**src/rtl/lenreg_pkg.sv**
```systemverilog
package lenreg_pkg;

    typedef enum logic [1:0] {
        CMT_NONE = 2'd0,
        CMT_CFG  = 2'd1,
        CMT_DSP  = 2'd2
    } commit_e;

    // Decide the target from the bit count held modulo the display width.
    function automatic commit_e classify(input int unsigned phase,
                                         input logic         any_bits,
                                         input int unsigned  cfg_w);
        if (!any_bits)            return CMT_NONE;
        else if (phase == 0)      return CMT_DSP;
        else if (phase == cfg_w)  return CMT_CFG;
        else                      return CMT_NONE;
    endfunction

endpackage

```
**src/rtl/lenreg_sync.sv**
```systemverilog
module lenreg_sync #(
    parameter int unsigned     N      = 3,
    parameter int unsigned     STAGES = 2,
    parameter logic [N-1:0]    RST    = '0
) (
    input  logic         clk_i,
    input  logic         rst_ni,
    input  logic [N-1:0] async_i,
    output logic [N-1:0] sync_o
);

    for (genvar b = 0; b < N; b++) begin : g_bit
        logic [STAGES-1:0] chain_q;
        logic [STAGES-1:0] chain_d;

        always_comb begin
            chain_d = {chain_q[STAGES-2:0], async_i[b]};
        end

        always_ff @(posedge clk_i or negedge rst_ni) begin
            if (!rst_ni) chain_q <= {STAGES{RST[b]}};
            else         chain_q <= chain_d;
        end

        assign sync_o[b] = chain_q[STAGES-1];
    end

endmodule

```
**src/rtl/lenreg_shift.sv**
```systemverilog
module lenreg_shift
    import lenreg_pkg::*;
#(
    parameter int unsigned CFG_W = 8,
    parameter int unsigned DSP_W = 24
) (
    input  logic             clk_i,
    input  logic             rst_ni,
    input  logic             sdi_s,
    input  logic             sclk_s,
    input  logic             sen_s,
    output logic [DSP_W-1:0] shreg_o,
    output commit_e          kind_o,
    output logic             armed_o,
    output logic             en_rise_o,
    output logic             sdo_o
);

    localparam int unsigned PW = $clog2(DSP_W);

    typedef struct packed {
        logic [DSP_W-1:0] sh;
        logic [PW-1:0]    phase;
        logic             any_bits;
        logic             armed;
        logic             sdo;
        logic             sclk_p;
        logic             sen_p;
    } state_t;

    state_t st_d, st_q;
    logic   sclk_rise, sclk_fall, en_edge;

    always_comb begin
        sclk_rise = sclk_s & ~st_q.sclk_p;
        sclk_fall = ~sclk_s & st_q.sclk_p;
        en_edge   = sen_s ^ st_q.sen_p;

        st_d        = st_q;
        st_d.sclk_p = sclk_s;
        st_d.sen_p  = sen_s;

        // Step tracking: an enable edge with clock high loses step.
        if (sen_s && !sclk_s)        st_d.armed = 1'b1;
        else if (en_edge && sclk_s)  st_d.armed = 1'b0;

        if (sen_s) begin
            st_d.sh       = '0;
            st_d.phase    = '0;
            st_d.any_bits = 1'b0;
            st_d.sdo      = 1'b0;
        end else if (st_q.armed) begin
            if (sclk_rise) begin
                st_d.sh       = {st_q.sh[DSP_W-2:0], sdi_s};
                st_d.any_bits = 1'b1;
                st_d.phase    = (st_q.phase == PW'(DSP_W - 1)) ? '0 : st_q.phase + 1'b1;
            end
            if (sclk_fall) begin
                st_d.sdo = st_q.sh[DSP_W-1];
            end
        end
    end

    always_ff @(posedge clk_i or negedge rst_ni) begin
        if (!rst_ni) st_q <= '{sh: '0, phase: '0, any_bits: 1'b0, armed: 1'b0,
                               sdo: 1'b0, sclk_p: 1'b0, sen_p: 1'b1};
        else         st_q <= st_d;
    end

    assign shreg_o   = st_q.sh;
    assign kind_o    = classify(int'(st_q.phase), st_q.any_bits, CFG_W);
    assign armed_o   = st_q.armed;
    assign en_rise_o = sen_s & ~st_q.sen_p;
    assign sdo_o     = st_q.sdo;

endmodule

```
**src/rtl/lenreg_commit.sv**
```systemverilog
module lenreg_commit
    import lenreg_pkg::*;
#(
    parameter int unsigned CFG_W = 8,
    parameter int unsigned DSP_W = 24
) (
    input  logic             clk_i,
    input  logic             rst_ni,
    input  logic             en_rise,
    input  logic             sclk_s,
    input  logic             armed,
    input  commit_e          kind,
    input  logic [DSP_W-1:0] shreg,
    output logic [CFG_W-1:0] cfg_o,
    output logic [DSP_W-1:0] dsp_o,
    output logic             blank_o
);

    typedef struct packed {
        logic [CFG_W-1:0] cfg;
        logic [DSP_W-1:0] dsp;
        logic             blank;
    } regs_t;

    regs_t rg_d, rg_q;

    always_comb begin
        rg_d       = rg_q;
        rg_d.blank = en_rise;
        if (en_rise && armed && !sclk_s) begin
            unique case (kind)
                CMT_CFG: rg_d.cfg = shreg[CFG_W-1:0];
                CMT_DSP: rg_d.dsp = shreg;
                default: ;
            endcase
        end
    end

    always_ff @(posedge clk_i or negedge rst_ni) begin
        if (!rst_ni) rg_q <= '0;
        else         rg_q <= rg_d;
    end

    assign cfg_o   = rg_q.cfg;
    assign dsp_o   = rg_q.dsp;
    assign blank_o = rg_q.blank;

endmodule

```
**src/rtl/lenreg_port.sv**
```systemverilog
module lenreg_port
    import lenreg_pkg::*;
#(
    parameter int unsigned CFG_W  = 8,
    parameter int unsigned DSP_W  = 24,
    parameter int unsigned STAGES = 2
) (
    input  logic             clk_i,
    input  logic             rst_ni,
    input  logic             sdi_i,
    input  logic             sclk_i,
    input  logic             sen_ni,
    output logic             sdo_o,
    output logic [CFG_W-1:0] cfg_o,
    output logic [DSP_W-1:0] dsp_o,
    output logic             blank_o
);

    localparam int unsigned NIN = 3;

    logic [NIN-1:0]   sync_w;
    logic             sdi_s, sclk_s, sen_s;
    logic [DSP_W-1:0] shreg_w;
    commit_e          kind_w;
    logic             armed_w, en_rise_w;

    lenreg_sync #(.N(NIN), .STAGES(STAGES), .RST(3'b100)) u_sync (
        .clk_i   (clk_i),
        .rst_ni  (rst_ni),
        .async_i ({sen_ni, sclk_i, sdi_i}),
        .sync_o  (sync_w)
    );

    assign sen_s  = sync_w[2];
    assign sclk_s = sync_w[1];
    assign sdi_s  = sync_w[0];

    lenreg_shift #(.CFG_W(CFG_W), .DSP_W(DSP_W)) u_shift (
        .clk_i     (clk_i),
        .rst_ni    (rst_ni),
        .sdi_s     (sdi_s),
        .sclk_s    (sclk_s),
        .sen_s     (sen_s),
        .shreg_o   (shreg_w),
        .kind_o    (kind_w),
        .armed_o   (armed_w),
        .en_rise_o (en_rise_w),
        .sdo_o     (sdo_o)
    );

    lenreg_commit #(.CFG_W(CFG_W), .DSP_W(DSP_W)) u_commit (
        .clk_i   (clk_i),
        .rst_ni  (rst_ni),
        .en_rise (en_rise_w),
        .sclk_s  (sclk_s),
        .armed   (armed_w),
        .kind    (kind_w),
        .shreg   (shreg_w),
        .cfg_o   (cfg_o),
        .dsp_o   (dsp_o),
        .blank_o (blank_o)
    );

endmodule

```
**config.mk**
```make
export PLATFORM = sky130hd
export DESIGN_NAME = lenreg_port
export DESIGN_NICKNAME = d
export VERILOG_FILES = /design/src/rtl/lenreg_pkg.sv /design/src/rtl/lenreg_sync.sv /design/src/rtl/lenreg_shift.sv /design/src/rtl/lenreg_commit.sv /design/src/rtl/lenreg_port.sv
export SDC_FILE = /design/constraint.sdc
export NUM_CORES = 1
export LEC_CHECK = 0
export CAP_MARGIN = 20
export CORE_UTILIZATION = 55
export DETAILED_ROUTE_END_ITERATION = 7
export DONT_BUFFER_PORTS = 1
export MAX_ROUTING_LAYER = met4
export PLACE_DENSITY_LB_ADDON = 0.3
export SYNTH_ARGS = -nofsm -noshare
export SYNTH_HDL_FRONTEND = slang
export SYNTH_SLANG_ARGS = --single-unit
```
**constraint.sdc**
```tcl
create_clock -name clk_i -period 5.4 [get_ports clk_i]
set_input_delay 0.54 -clock clk_i [delete_from_list [all_inputs] [get_ports clk_i]]
set_output_delay 0.54 -clock clk_i [all_outputs]
set_load 0.01 [all_outputs]
```
# Word-level counts from Yosys, hierarchy flattened
# Cells that the tools add are included.
# word_totals
elab_cells	51
output_inout_bits	34
input_bits	5
latchBits	0
regBits	73
rom_bits	0
ram_bits	0
memories	0
# classes
addsub	1
shifts	0
n_reduce_logical	14
n_eq_ne	4
div_mod_pow	0
n_bitwise	7
n_mux	12
magnitude_cmp	0
multipliers	0
# ops
operator	n
30-bit two-way mux	3
2-bit AND reduction	4
2-bit nonzero test	4
1-bit two-way mux	6
5-bit by 1-bit adder with 5-bit output (second input constant)	1
5-bit by 4-bit == test with 1-bit output (second input constant)	1
5-bit == test (second input constant)	1
5-bit logical NOT	1
5-bit two-way mux	1
1-bit logical AND	4
2-bit two-way mux	2
1-bit bitwise AND	3
1-bit inverter	3
2-bit by 1-bit == test with 1-bit output (second input constant)	1
2-bit == test (second input constant)	1
1-bit logical NOT	1
1-bit XOR	1

# Longest topological paths before layout
# Gate-level depths: netlist of the first run.
# logic_depth
depth_word	6
mapped_depth	7
depth_no_buf	5

# Modules after synthesis
# From an unflattened synthesis of the first run, not the netlist that was laid out.
# hier_totals
hier_cells	257
area_unflattened_um2	3041.7
# modules_own_cells
mod	cells_per_inst	area_each_um2	n_inst	seq_area_each_um2
lenreg_shift	178	1600.3	1	852.1
lenreg_commit	70	1266.2	1	825.8
lenreg_sync	9	175.2	1	152.6

# Least setup slack after synthesis of the first run
# No wires, ideal clock.
# synth_timing
kind	register -> register
startpoint	reg u_sync.g_bit[2].chain_q[1]
endpoint	reg u_commit.rg_q (netlist bit u_commit.dsp_o[10])
synth_period_minus_slack_ps	1992
path_slack_ps	3408
n_path_buf	2
arrival_ps	1867
stages_incl_launch_ff	7
t_required_ps	5275
setup_ps	125
cell_sequence	dfstp_2 -> ha_1 -> and4bb_1 -> or4b_1 -> buf_6 -> buf_12 -> mux2_4
# synth_between
elab_chain_cells	4
# synth_rtl
item	line	rtl
start, declared	lenreg_sync.sv:13	logic [STAGES-1:0] chain_q;
start signal, assigned	lenreg_sync.sv:21	if (!rst_ni) chain_q <= {STAGES{RST[b]}};
start signal, assigned	lenreg_sync.sv:22	else chain_q <= chain_d;
1-bit bitwise AND	lenreg_shift.sv:73	assign en_rise_o = sen_s & ~st_q.sen_p;
net en_rise_w	lenreg_port.sv:25	logic armed_w, en_rise_w;
1-bit logical AND (2 in series)	lenreg_commit.sv:30	if (en_rise && armed && !sclk_s) begin
2-bit AND reduction (no line)	n/a	
end signal, assigned	lenreg_commit.sv:41	else rg_q <= rg_d;
end, declared	lenreg_commit.sv:25	regs_t rg_d, rg_q;
# The timed path passes the listed nets, and every way through them passes these cells.
# A chain may end at the register's enable or synchronous reset.

# Worst setup path in the final report of the first run
# layout_timing
startpoint	reg u_sync.g_bit[2].chain_q[1]
endpoint	reg u_commit.rg_q (netlist bit u_commit.dsp_o[21])
# Same word-level chain as after synthesis.

==> results of run 1 <==
## cell type report
cell class / count / area [um^2]
fill: 388 / 1940
sequential: 73 / 1830
timing repair buffer: 3 / 46.3
multi-input combinational: 137 / 973
inverter: 5 / 18.8
tap: 70 / 87.6
clock buffer: 12 / 155
clock inverter: 4 / 51.3
## worst max-delay path, stage by stage (launching register included)
cell,delay (ns)
dfstp_2,0.94
ha_1,0.28
and4bb_1,0.22
or4b_1,0.54
buf_4,0.30
mux2_4,0.33
## layer usage
| layer | track usage | vias to the layer above | share of wire | routed length, um |
|---|---|---|---|---|
| met5 | - | - | 0 | 0 |
| met4 | 0.0755 | 0 | 0.012 | 59 |
| met3 | 0.0843 | 9 | 0.041 | 197 |
| met2 | 0.298 | 39 | 0.48 | 2290 |
| met1 | 0.257 | 831 | 0.47 | 2230 |
| li1 | - | 778 | - | - |
## power groups by stage
stage          Clock [mW]  Combinational, mW  Sequential, mW
2_1_floorplan           0             0.0190           0.568
3_3_place_gp            0             0.0174           0.573
3_5_place_dp            0             0.0179           0.573
4_1_cts             0.442             0.0304           0.562
5_1_grt             0.465             0.0357           0.564
6_report            0.428             0.0307           0.563
## Yosys cell counts (all sizes together), types with 2 or more instances
cell / number / share of area
or3: 2 / 0.0043
nor2: 4 / 0.0052
o21ai: 3 / 0.0052
inv: 5 / 0.0064
buf: 4 / 0.019
dfstp: 3 / 0.027
nand2: 52 / 0.067
nand3b: 2 / 0.0052
clkbuf: 9 / 0.012
ha: 3 / 0.013
dfrtp: 70 / 0.60
a21oi: 26 / 0.045
mux2: 32 / 0.15
## flip-flops by register name, summed over array words and instances, names as in the netlist
signal,cells
u_commit.blank_o,1
u_commit.cfg_o,8
u_shift.sdo_o,1
u_shift.shreg_o,24
u_shift.st_q,8
u_shift.armed_o,1
u_commit.dsp_o,24
u_sync.g_bit.chain_q,6
## logic make-up after synthesis
family | share of synthesized area
flops | 0.629
fa+ha+maj | 0.0129
compound gates | 0.0640
mux | 0.153
simple gates | 0.104
buf+inv | 0.0370
## worst paths after layout
| kind | cells past startpoint | end | slack [ns] | from |
|---|---|---|---|---|
| max in group asynchronous | 1 | u_commit.dsp_o[12] | 5.03 | rst_ni |
| min in group clk_i | 0 | u_sync.g_bit[2].chain_q[0] | 0.19 | sen_ni |
| worst max register to register | 5 | u_commit.dsp_o[21] | 2.66 | u_sync.g_bit[2].chain_q[1] |
| worst min register to register | 0 | u_sync.g_bit[0].chain_q[1] | 0.36 | u_sync.g_bit[0].chain_q[0] |
| worst max-delay path | 5 | u_commit.dsp_o[21] | 2.66 | u_sync.g_bit[2].chain_q[1] |
| worst min-delay path | 0 | u_sync.g_bit[2].chain_q[0] | 0.04 | rst_ni |
==> key figures, run 1 <==
Timing
  • Clock skew: 0.00413 ns
  • Maximum clock frequency: 365 MHz
  • Worst-margin pin slew: 0.903 ns
  • Tcrit/Tclk final: 0.507
  • Final worst slack: approximately 2.7 ns
  • Slew Limit Headroom: 0.396
  • Finish-stage setup viols: 0
  • Final min period: approximately 2.7 ns
  • Final hold vios: 0
  • RSZ-0062 raised after global routing: false
  • Final Max Tran Viols: 0
  • Post-route setup TNS: 0 ns
  • WHS: 0.0380 ns

Yosys
  • Syn nets: 236
  • Asr flop ratio synth: 1.00
  • Mean post-synth cell area: roughly 13 um^2
  • Register area share after synthesis: 0.629
  • Mapped Cells: 228
  • Mapped Area: slightly below 3000 um^2
  • Number of flops mapped to enable cells by yosys: 0
  • Distinct cells, synth: 29
  • Top_reg_cell synth: dfrtp_1
  • Flops & latches, synth: between 70 and 80
  • Synth warn: 0

Floorplanning
  • Row Count: 26
  • Die Ht: 74.8 um
  • Die Width: 74.8 um
  • Die ar.: 5590 um^2
  • Boundary Pins: 39
  • Core Region: 5110 um^2
  • Initial core utilization: 0.570

Clock tree
  • Worst-skew pair later-pin latency: 0.34 ns
  • H-tree depth: 3
  • CTS tree: built
  • Inserted Clock Buffers: 9
  • CTS clk-pin slew, worst paths: 0.07 ns
  • Clock Sinks: 73
  • Clock root buffer: clkbuf_8
  • Post-CTS sizing: 0
  • # hold bufs at CTS: 1
  • Clock buffer depth: 2
  • Setup Buffers After CTS: 0

Global route
  • Gr ovfl total: 0
  • Total GRT Usage: 0.205
  • Vias in the first global route: approximately 1700
  • Initial antenna violation count: 0
  • Largest net degree at the start of global routing: 71
  • Global-route wire length before repair: between 7000 and 8000 um

Critical path
  • Endpoint class of the critical path: flip-flop
  • WS Path Type: reg -> reg
  • Critical path fanouts, max: 35
  • Endpoint required time on the critical path: 5.63 ns
  • CP arrival: 2.97 ns
  • CP startpoint kind: flip-flop

Finish
  • Share of cells above drive strength 1: 0.235
  • Most frequent cells in the layout: dfrtp_1 (70), nand2_1 (52), a21oi_1 (26)
  • Layout Area Growth over Synthesis: 8.64%
  • Fin area: approximately 3200 um^2
  • Final design utilization: 0.619
  • N_diodes: 0
  • Most common cell after layout, fill and taps aside: dfrtp_1
  • Final layout net count: around 240
  • Post-Layout Cell Count: 304

Drt
  • DRC violations left: 0
  • Drt pass-1 iters: 4
  • Routed len/inst: 15.7 um
  • Via density: ~5.5
  • Vias: 1657
  • Total wire length: 4780 um
  • DRT antenna net count: 0
  • Starting DRT DRC Count: 99

Min path
  • HP Class: in -> async

Power and ir drop
  • Comb pwr share: 0.030
  • Peak supply drop: roughly 0.23 mV
  • Clock group share of total power: 0.419
  • P_int: 0.801 mW
  • NetSw: 0.220 mW
  • LEAKAGE: 1.51 nW
  • Sw frac: 0.216
  • Seq pwr share: 0.551
  • Pwr/cell area: 323 nW/um^2
  • Tot Pwr: 1.02 mW

Placed design
  • Cell count after placement: 286
  • Placed Area: 2920 um^2
  • Dpl hpwl: 2830 um
  • Number of port buffers: 0
  • Setup WS pre-CTS: about 2.6 ns
  • RePlAce Congestion: 0.727

Run
  • Max-cap viol count: 0

Status
  • Status: complete, no violations
No activity file was read; power rests on OpenSTA's default activity.
==> run 2: changes to the inputs <==
Clock period 5.4 ns to 2.4 ns, I/O delays scaled along.
==> key figures, run 2 (same netlist as run 1, synthesis figures left out) <==
Status
  • Status: complete, no violations

Global route
  • Gr ovfl total: 0 (unchanged)
  • Initial antenna violation count: 0 (unchanged)
  • Vias in the first global route: 1628 (-2.4%)
  • Global-route wire length before repair: 7600 um (-3.9%)
  • Largest net degree at the start of global routing: 74 (+4.2%)
  • Total GRT Usage: 0.198 (-0.00695)

Finish
  • Most frequent cells in the layout: dfrtp_1 (70), nand2_1 (52), a21oi_1 (26)
  • Final design utilization: 0.632 (+0.0122)
  • Share of cells above drive strength 1: 0.233 (-0.00171)
  • Most common cell after layout, fill and taps aside: dfrtp_1
  • Layout Area Growth over Synthesis: 10.8%
  • N_diodes: 0 (unchanged)
  • Final layout net count: 244 (+3.0%)

Power and ir drop
  • Peak supply drop: 0.586 mV (+150%)
  • LEAKAGE: 1.55 nW (+2.2%)
  • Pwr/cell area: 735 nW/um^2 (+130%)

Drt
  • Routed len/inst: 15.3 um (-2.6%)
  • Top Layer Used: met4
  • DRC violations left: 0 (unchanged)
  • Starting DRT DRC Count: 168 (+70%)
  • Via density: 5.35 (-1.8%)
  • Total wire length: 4750 um (-0.65%)
  • DRT antenna net count: 0 (unchanged)
  • Drt pass-1 iters: 4 (unchanged)
  • M1 WL: 2290 um (+2.4%)
  • Met3 wire length: 235 um (+19%)
  • Vias: 1660 (+0.18%)
  • Metal2 WL: 2170 um (-5.0%)

Critical path
  • Endpoint required time on the critical path: 2.63 ns (-3.00 ns)
  • Reg2reg path depth: 5 (unchanged)
  • CP startpoint kind: flip-flop
  • Endpoint class of the critical path: flip-flop
  • CP endpoint: u_commit.dsp_o[10]
  • Critical path fanouts, max: 16 (-54%)
  • CP arrival: 2.24 ns (-0.73 ns)
  • Critical R2R Launch: u_sync.g_bit[2].chain_q[1]
  • WS Path Type: reg -> reg
  • Reg2reg setup slack: 0.39 ns (-2.27 ns)
  • Reg2reg end: u_commit.dsp_o[10]
  • Setup crit start: u_sync.g_bit[2].chain_q[1]

Clock tree
  • CTS clk-pin slew, worst paths: 0.07 ns (about the same)
  • Worst-skew pair later-pin latency: 0.34 ns (about the same)
  • Clock Sinks: 73 (unchanged)
  • Clock buffer depth: 2 (unchanged)
  • Clock root buffer: clkbuf_8
  • Inserted Clock Buffers: 9 (unchanged)
  • CTS tree: built
  • H-tree depth: 3 (unchanged)

Timing
  • Clock skew: 0.00987 ns (+0.00574 ns)
  • Final min period: 2.01 ns (-0.726 ns)
  • Final Max Tran Viols: 0 (unchanged)
  • Maximum clock frequency: 497 MHz (+36%)
  • Worst-margin pin slew: 0.565 ns (-0.338 ns)
  • Slew Limit Headroom: 0.622 (+0.226)
  • Finish-stage setup viols: 0 (unchanged)
  • Tcrit/Tclk final: 0.839 (+0.331)
  • RSZ-0062 raised after global routing: false
  • Post-route setup TNS: 0 ns (unchanged)
  • Final hold vios: 0 (unchanged)

Floorplanning
  • Row Count: 26 (unchanged)
  • Boundary Pins: 39 (unchanged)
  • Die ar.: 5590 um^2 (unchanged)
  • Die Width: 74.8 um (unchanged)
  • Initial core utilization: 0.570 (unchanged)
  • Core Region: 5110 um^2 (unchanged)
  • Die Ht: 74.8 um (unchanged)

Placed design
  • Number of port buffers: 0 (unchanged)
  • Dpl hpwl: 2860 um (+1.1%)
  • RePlAce Congestion: 0.768 (+5.7%)

Min path
  • HP Class: reg -> reg
  • Hold Crit Depth: 0

Run
  • Max-cap viol count: 0 (unchanged)
==> run 2: cell count changes in the layout (fill, tap and decap cells not counted) <==
cell / delta
bufinv_16: +1
buf_4: +4
clkbuf_1: +1
dlygate4sd3_1: +4
clkbuf_8: -1
buf_6: -1
clkinv_4: -1
clkinvlp_4: -1
==> run 2: per-layer routing <==
layer  GRT usage  vias to the layer above
li1            -                      789
met1       0.258                      827
met2       0.277                       39
met3      0.0669                        5
met4      0.0943                        0
met5           -                        -
==> run 2: stage by stage <==
stage          power [mW]  setup WS, ns  cells  hold slack (ns)  cell area (um^2)
6_report             2.37         0.387    310            0.352              3230
5_1_grt              2.47         0.268    310            0.359              3230
4_1_cts              2.41         0.371    310            0.357              3230
3_5_place_dp         1.33         0.372    290          -0.0544              2950
3_3_place_gp         1.33         0.408    290          -0.0540              2950
2_1_floorplan        1.32         0.408    228          -0.0556              2910
==> run 2: power breakdown <==
part           switching [mW]  total [mW]  internal, mW
Sequential             0.0115        1.26          1.25
Clock                   0.423        1.03         0.608
Combinational          0.0603      0.0835        0.0232
Total                   0.495        2.37          1.88
==> run 2: critical path, cell delays in order (launching register included) <==
cell and delay (ns):
dfstp_2 0.53, ha_1 0.14, and4bb_1 0.20, or4b_1 0.45, buf_4 0.25, mux2_4 0.32
==> run 2: final cells by class <==
type / count / area [um^2]
Clock buffer: 12 / 145
Inverter: 5 / 18.8
Tap cell: 70 / 87.6
Timing Repair Buffer: 10 / 105
Clock inverter: 3 / 65.1
Fill cell: 405 / 1880
Multi-Input combinational cell: 137 / 973
Sequential cell: 73 / 1830
==> run 2: worst min-delay path by stage <==
| stage | slack [ns] | startpoint | endpoint |
|---|---|---|---|
| after floorplan | -0.06 | rst_ni | u_commit.blank_o |
| after CTS | 0.36 | u_sync.g_bit[2].chain_q[0] | u_sync.g_bit[2].chain_q[1] |
| final | 0.35 | u_sync.g_bit[0].chain_q[0] | u_sync.g_bit[0].chain_q[1] |
| after detailed placement | -0.05 | rst_ni | u_commit.dsp_o[10] |
| after global routing | 0.36 | u_sync.g_bit[2].chain_q[0] | u_sync.g_bit[2].chain_q[1] |
| after global placement | -0.05 | rst_ni | u_commit.dsp_o[9] |
==> run 2: timing repair <==
action,4_1_cts,5_1_grt
buffers inserted,0,0
endpoints found under the hold margin,76,0
hold buffers,5,0
gates resized for setup,0,0
==> run 3: changes to the inputs <==
Clock period 2.4 ns to 1.75 ns, I/O delays scaled along.
==> key figures, run 3 (same netlist as run 1, synthesis figures left out) <==
Timing
  • Final worst slack: -0.231 ns (-0.618 ns)
  • WHS: -0.478 ns (-0.830 ns)
  • Clock skew: 0.00639 ns (-0.00348 ns)
  • RSZ-0062 raised after global routing: true
  • Finish-stage setup viols: 32 (+32)
  • Maximum clock frequency: 505 MHz (+1.6%)
  • Final hold vios: 73 (+73)
  • Final Max Tran Viols: 0 (unchanged)
  • Worst-margin pin slew: 0.344 ns (-0.221 ns)
  • Tcrit/Tclk final: 1.13 (+0.293)
  • Slew Limit Headroom: 0.771 (+0.149)
  • Final min period: 1.98 ns (-0.0318 ns)

Critical path
  • Endpoint class of the critical path: flip-flop
  • CP startpoint kind: flip-flop
  • WS Path Type: reg -> reg
  • CP arrival: 2.20 ns (-0.04 ns)
  • Endpoint required time on the critical path: 1.97 ns (-0.66 ns)
  • Critical path fanouts, max: 8 (-8)
  • Reg2reg path depth: 5 (unchanged)

Run
  • Max-cap viol count: 0 (unchanged)

Min path
  • HP Class: in -> async

Global route
  • Vias in the first global route: 1586 (-2.6%)
  • Initial antenna violation count: 0 (unchanged)
  • Total GRT Usage: 0.197 (-0.000414)
  • Global-route wire length before repair: 7590 um (-0.17%)
  • Gr ovfl total: 0 (unchanged)
  • Largest net degree at the start of global routing: 74 (unchanged)

Power and ir drop
  • P_int: 2.39 mW (+27%)
  • LEAKAGE: 1.57 nW (+1.5%)
  • Sw frac: 0.203 (-0.00578)
  • Comb pwr share: 0.035 (about the same)
  • Clock group share of total power: 0.391 (-0.044)
  • Pwr/cell area: 919 nW/um^2 (+25%)
  • Seq pwr share: 0.574 (+0.044)
  • Peak supply drop: 0.507 mV (-13%)
  • NetSw: 0.608 mW (+23%)

Finish
  • N_diodes: 0 (unchanged)
  • Most frequent cells in the layout: dfrtp_1 (70), nand2_1 (52), a21oi_1 (26)
  • Share of cells above drive strength 1: 0.263 (+0.0298)
  • Layout Area Growth over Synthesis: 12.0%
  • Most common cell after layout, fill and taps aside: dfrtp_1
  • Final layout net count: 253 (+3.7%)
  • Fin area: 3260 um^2 (+1.1%)

Clock tree
  • Clock Sinks: 73 (unchanged)
  • Setup Buffers After CTS: 0 (unchanged)
  • H-tree depth: 3 (unchanged)
  • Clock buffer depth: 2 (unchanged)
  • CTS tree: built
  • CTS clk-pin slew, worst paths: 0.07 ns (about the same)
  • Inserted Clock Buffers: 9 (unchanged)
  • Worst-skew pair later-pin latency: 0.34 ns (about the same)
  • Clock root buffer: clkbuf_8
  • # hold bufs at CTS: 3 (-2)

Placed design
  • Placed Area: 3040 um^2 (+3.2%)
  • Dpl hpwl: 3040 um (+6.2%)
  • Number of port buffers: 0 (unchanged)
  • Setup WS pre-CTS: -0.277 ns (-0.650 ns)
  • RePlAce Congestion: 0.706 (-8.0%)

Drt
  • Total wire length: 4790 um (+0.97%)
  • Routed len/inst: 15.1 um (-1.3%)
  • Via density: 5.41 (+1.0%)
  • DRT antenna net count: 0 (unchanged)
  • Drt pass-1 iters: 4 (unchanged)
  • DRC violations left: 0 (unchanged)
  • Vias: 1715 (+3.3%)
  • Starting DRT DRC Count: 120 (-29%)

Floorplanning
  • Die ar.: 5590 um^2 (unchanged)
  • Die Width: 74.8 um (unchanged)
  • Boundary Pins: 39 (unchanged)
  • Die Ht: 74.8 um (unchanged)
  • Core Region: 5110 um^2 (unchanged)
  • Row Count: 26 (unchanged)
  • Initial core utilization: 0.570 (unchanged)

Status
  • Failing checks: hold timing, setup timing
  • Status: finished with violations
## run 3: what timing repair did
item                                    CTS  global route
endpoints found under the setup margin   32            32
pin swaps                                 1             0
hold endpoints to repair                 76            73
resized for setup                         6             0
## run 3: routing by layer
| layer | vias up | GRT usage | wire length, um | share of wire |
|---|---|---|---|---|
| li1 | 803 | - | - | - |
| met1 | 862 | 0.246 | 2210 | 0.46 |
| met2 | 38 | 0.278 | 2250 | 0.47 |
| met3 | 12 | 0.0696 | 209 | 0.044 |
| met4 | 0 | 0.113 | 123 | 0.026 |
| met5 | - | - | 0 | 0 |
## run 3: final cells by class
class	count	area [um^2]
Multi-Input combinational cell	137	990
Tap cell	70	87.6
Sequential cell	73	1830
Fill cell	392	1850
Clock inverter	1	30.0
Inverter	5	18.8
Timing Repair Buffer	19	169
Clock buffer	12	135
## run 3: power groups by stage
stage | combinational (mW) | sequential [mW] | clock (mW)
floorplan | 0.0600 | 1.75 | 0
global placement | 0.0972 | 1.75 | 0
detailed placement | 0.0994 | 1.75 | 0
CTS | 0.106 | 1.72 | 1.21
global route | 0.114 | 1.72 | 1.28
finish | 0.104 | 1.72 | 1.17
## run 3: metrics by stage
| stage | setup TNS [ns] | utilization | cells | power [mW] |
|---|---|---|---|---|
| 5_1_grt | -6.14 | 0.638 | 317 | 3.12 |
| 2_1_floorplan | -6.27 | - | 228 | 1.81 |
| 6_report | -5.25 | 0.638 | 317 | 3.00 |
| 3_5_place_dp | -6.53 | 0.596 | 301 | 1.85 |
| 3_3_place_gp | -5.53 | 0.596 | 301 | 1.85 |
| 4_1_cts | -5.55 | 0.638 | 317 | 3.03 |
## run 3: critical path: stages, from the launching register on
cell and delay [ns]:
dfstp_2 0.55, ha_4 0.12, and4bb_1 0.21, or4b_4 0.52, buf_8 0.18, mux2_4 0.29
## run 3: path summary, 6_finish.rpt
| check | from | endpoint | slack, ns |
|---|---|---|---|
| max | u_sync.g_bit[2].chain_q[1] | u_commit.dsp_o[20] | -0.23 |
| min | rst_ni | u_commit.dsp_o[9] | -0.48 |
| max reg2reg | u_sync.g_bit[2].chain_q[1] | u_commit.dsp_o[20] | -0.23 |
| min reg2reg | u_sync.g_bit[1].chain_q[0] | u_sync.g_bit[1].chain_q[1] | 0.35 |
| max in group asynchronous | rst_ni | u_sync.g_bit[2].chain_q[1] | 2.02 |
| min in group clk_i | u_sync.g_bit[1].chain_q[0] | u_sync.g_bit[1].chain_q[1] | 0.35 |
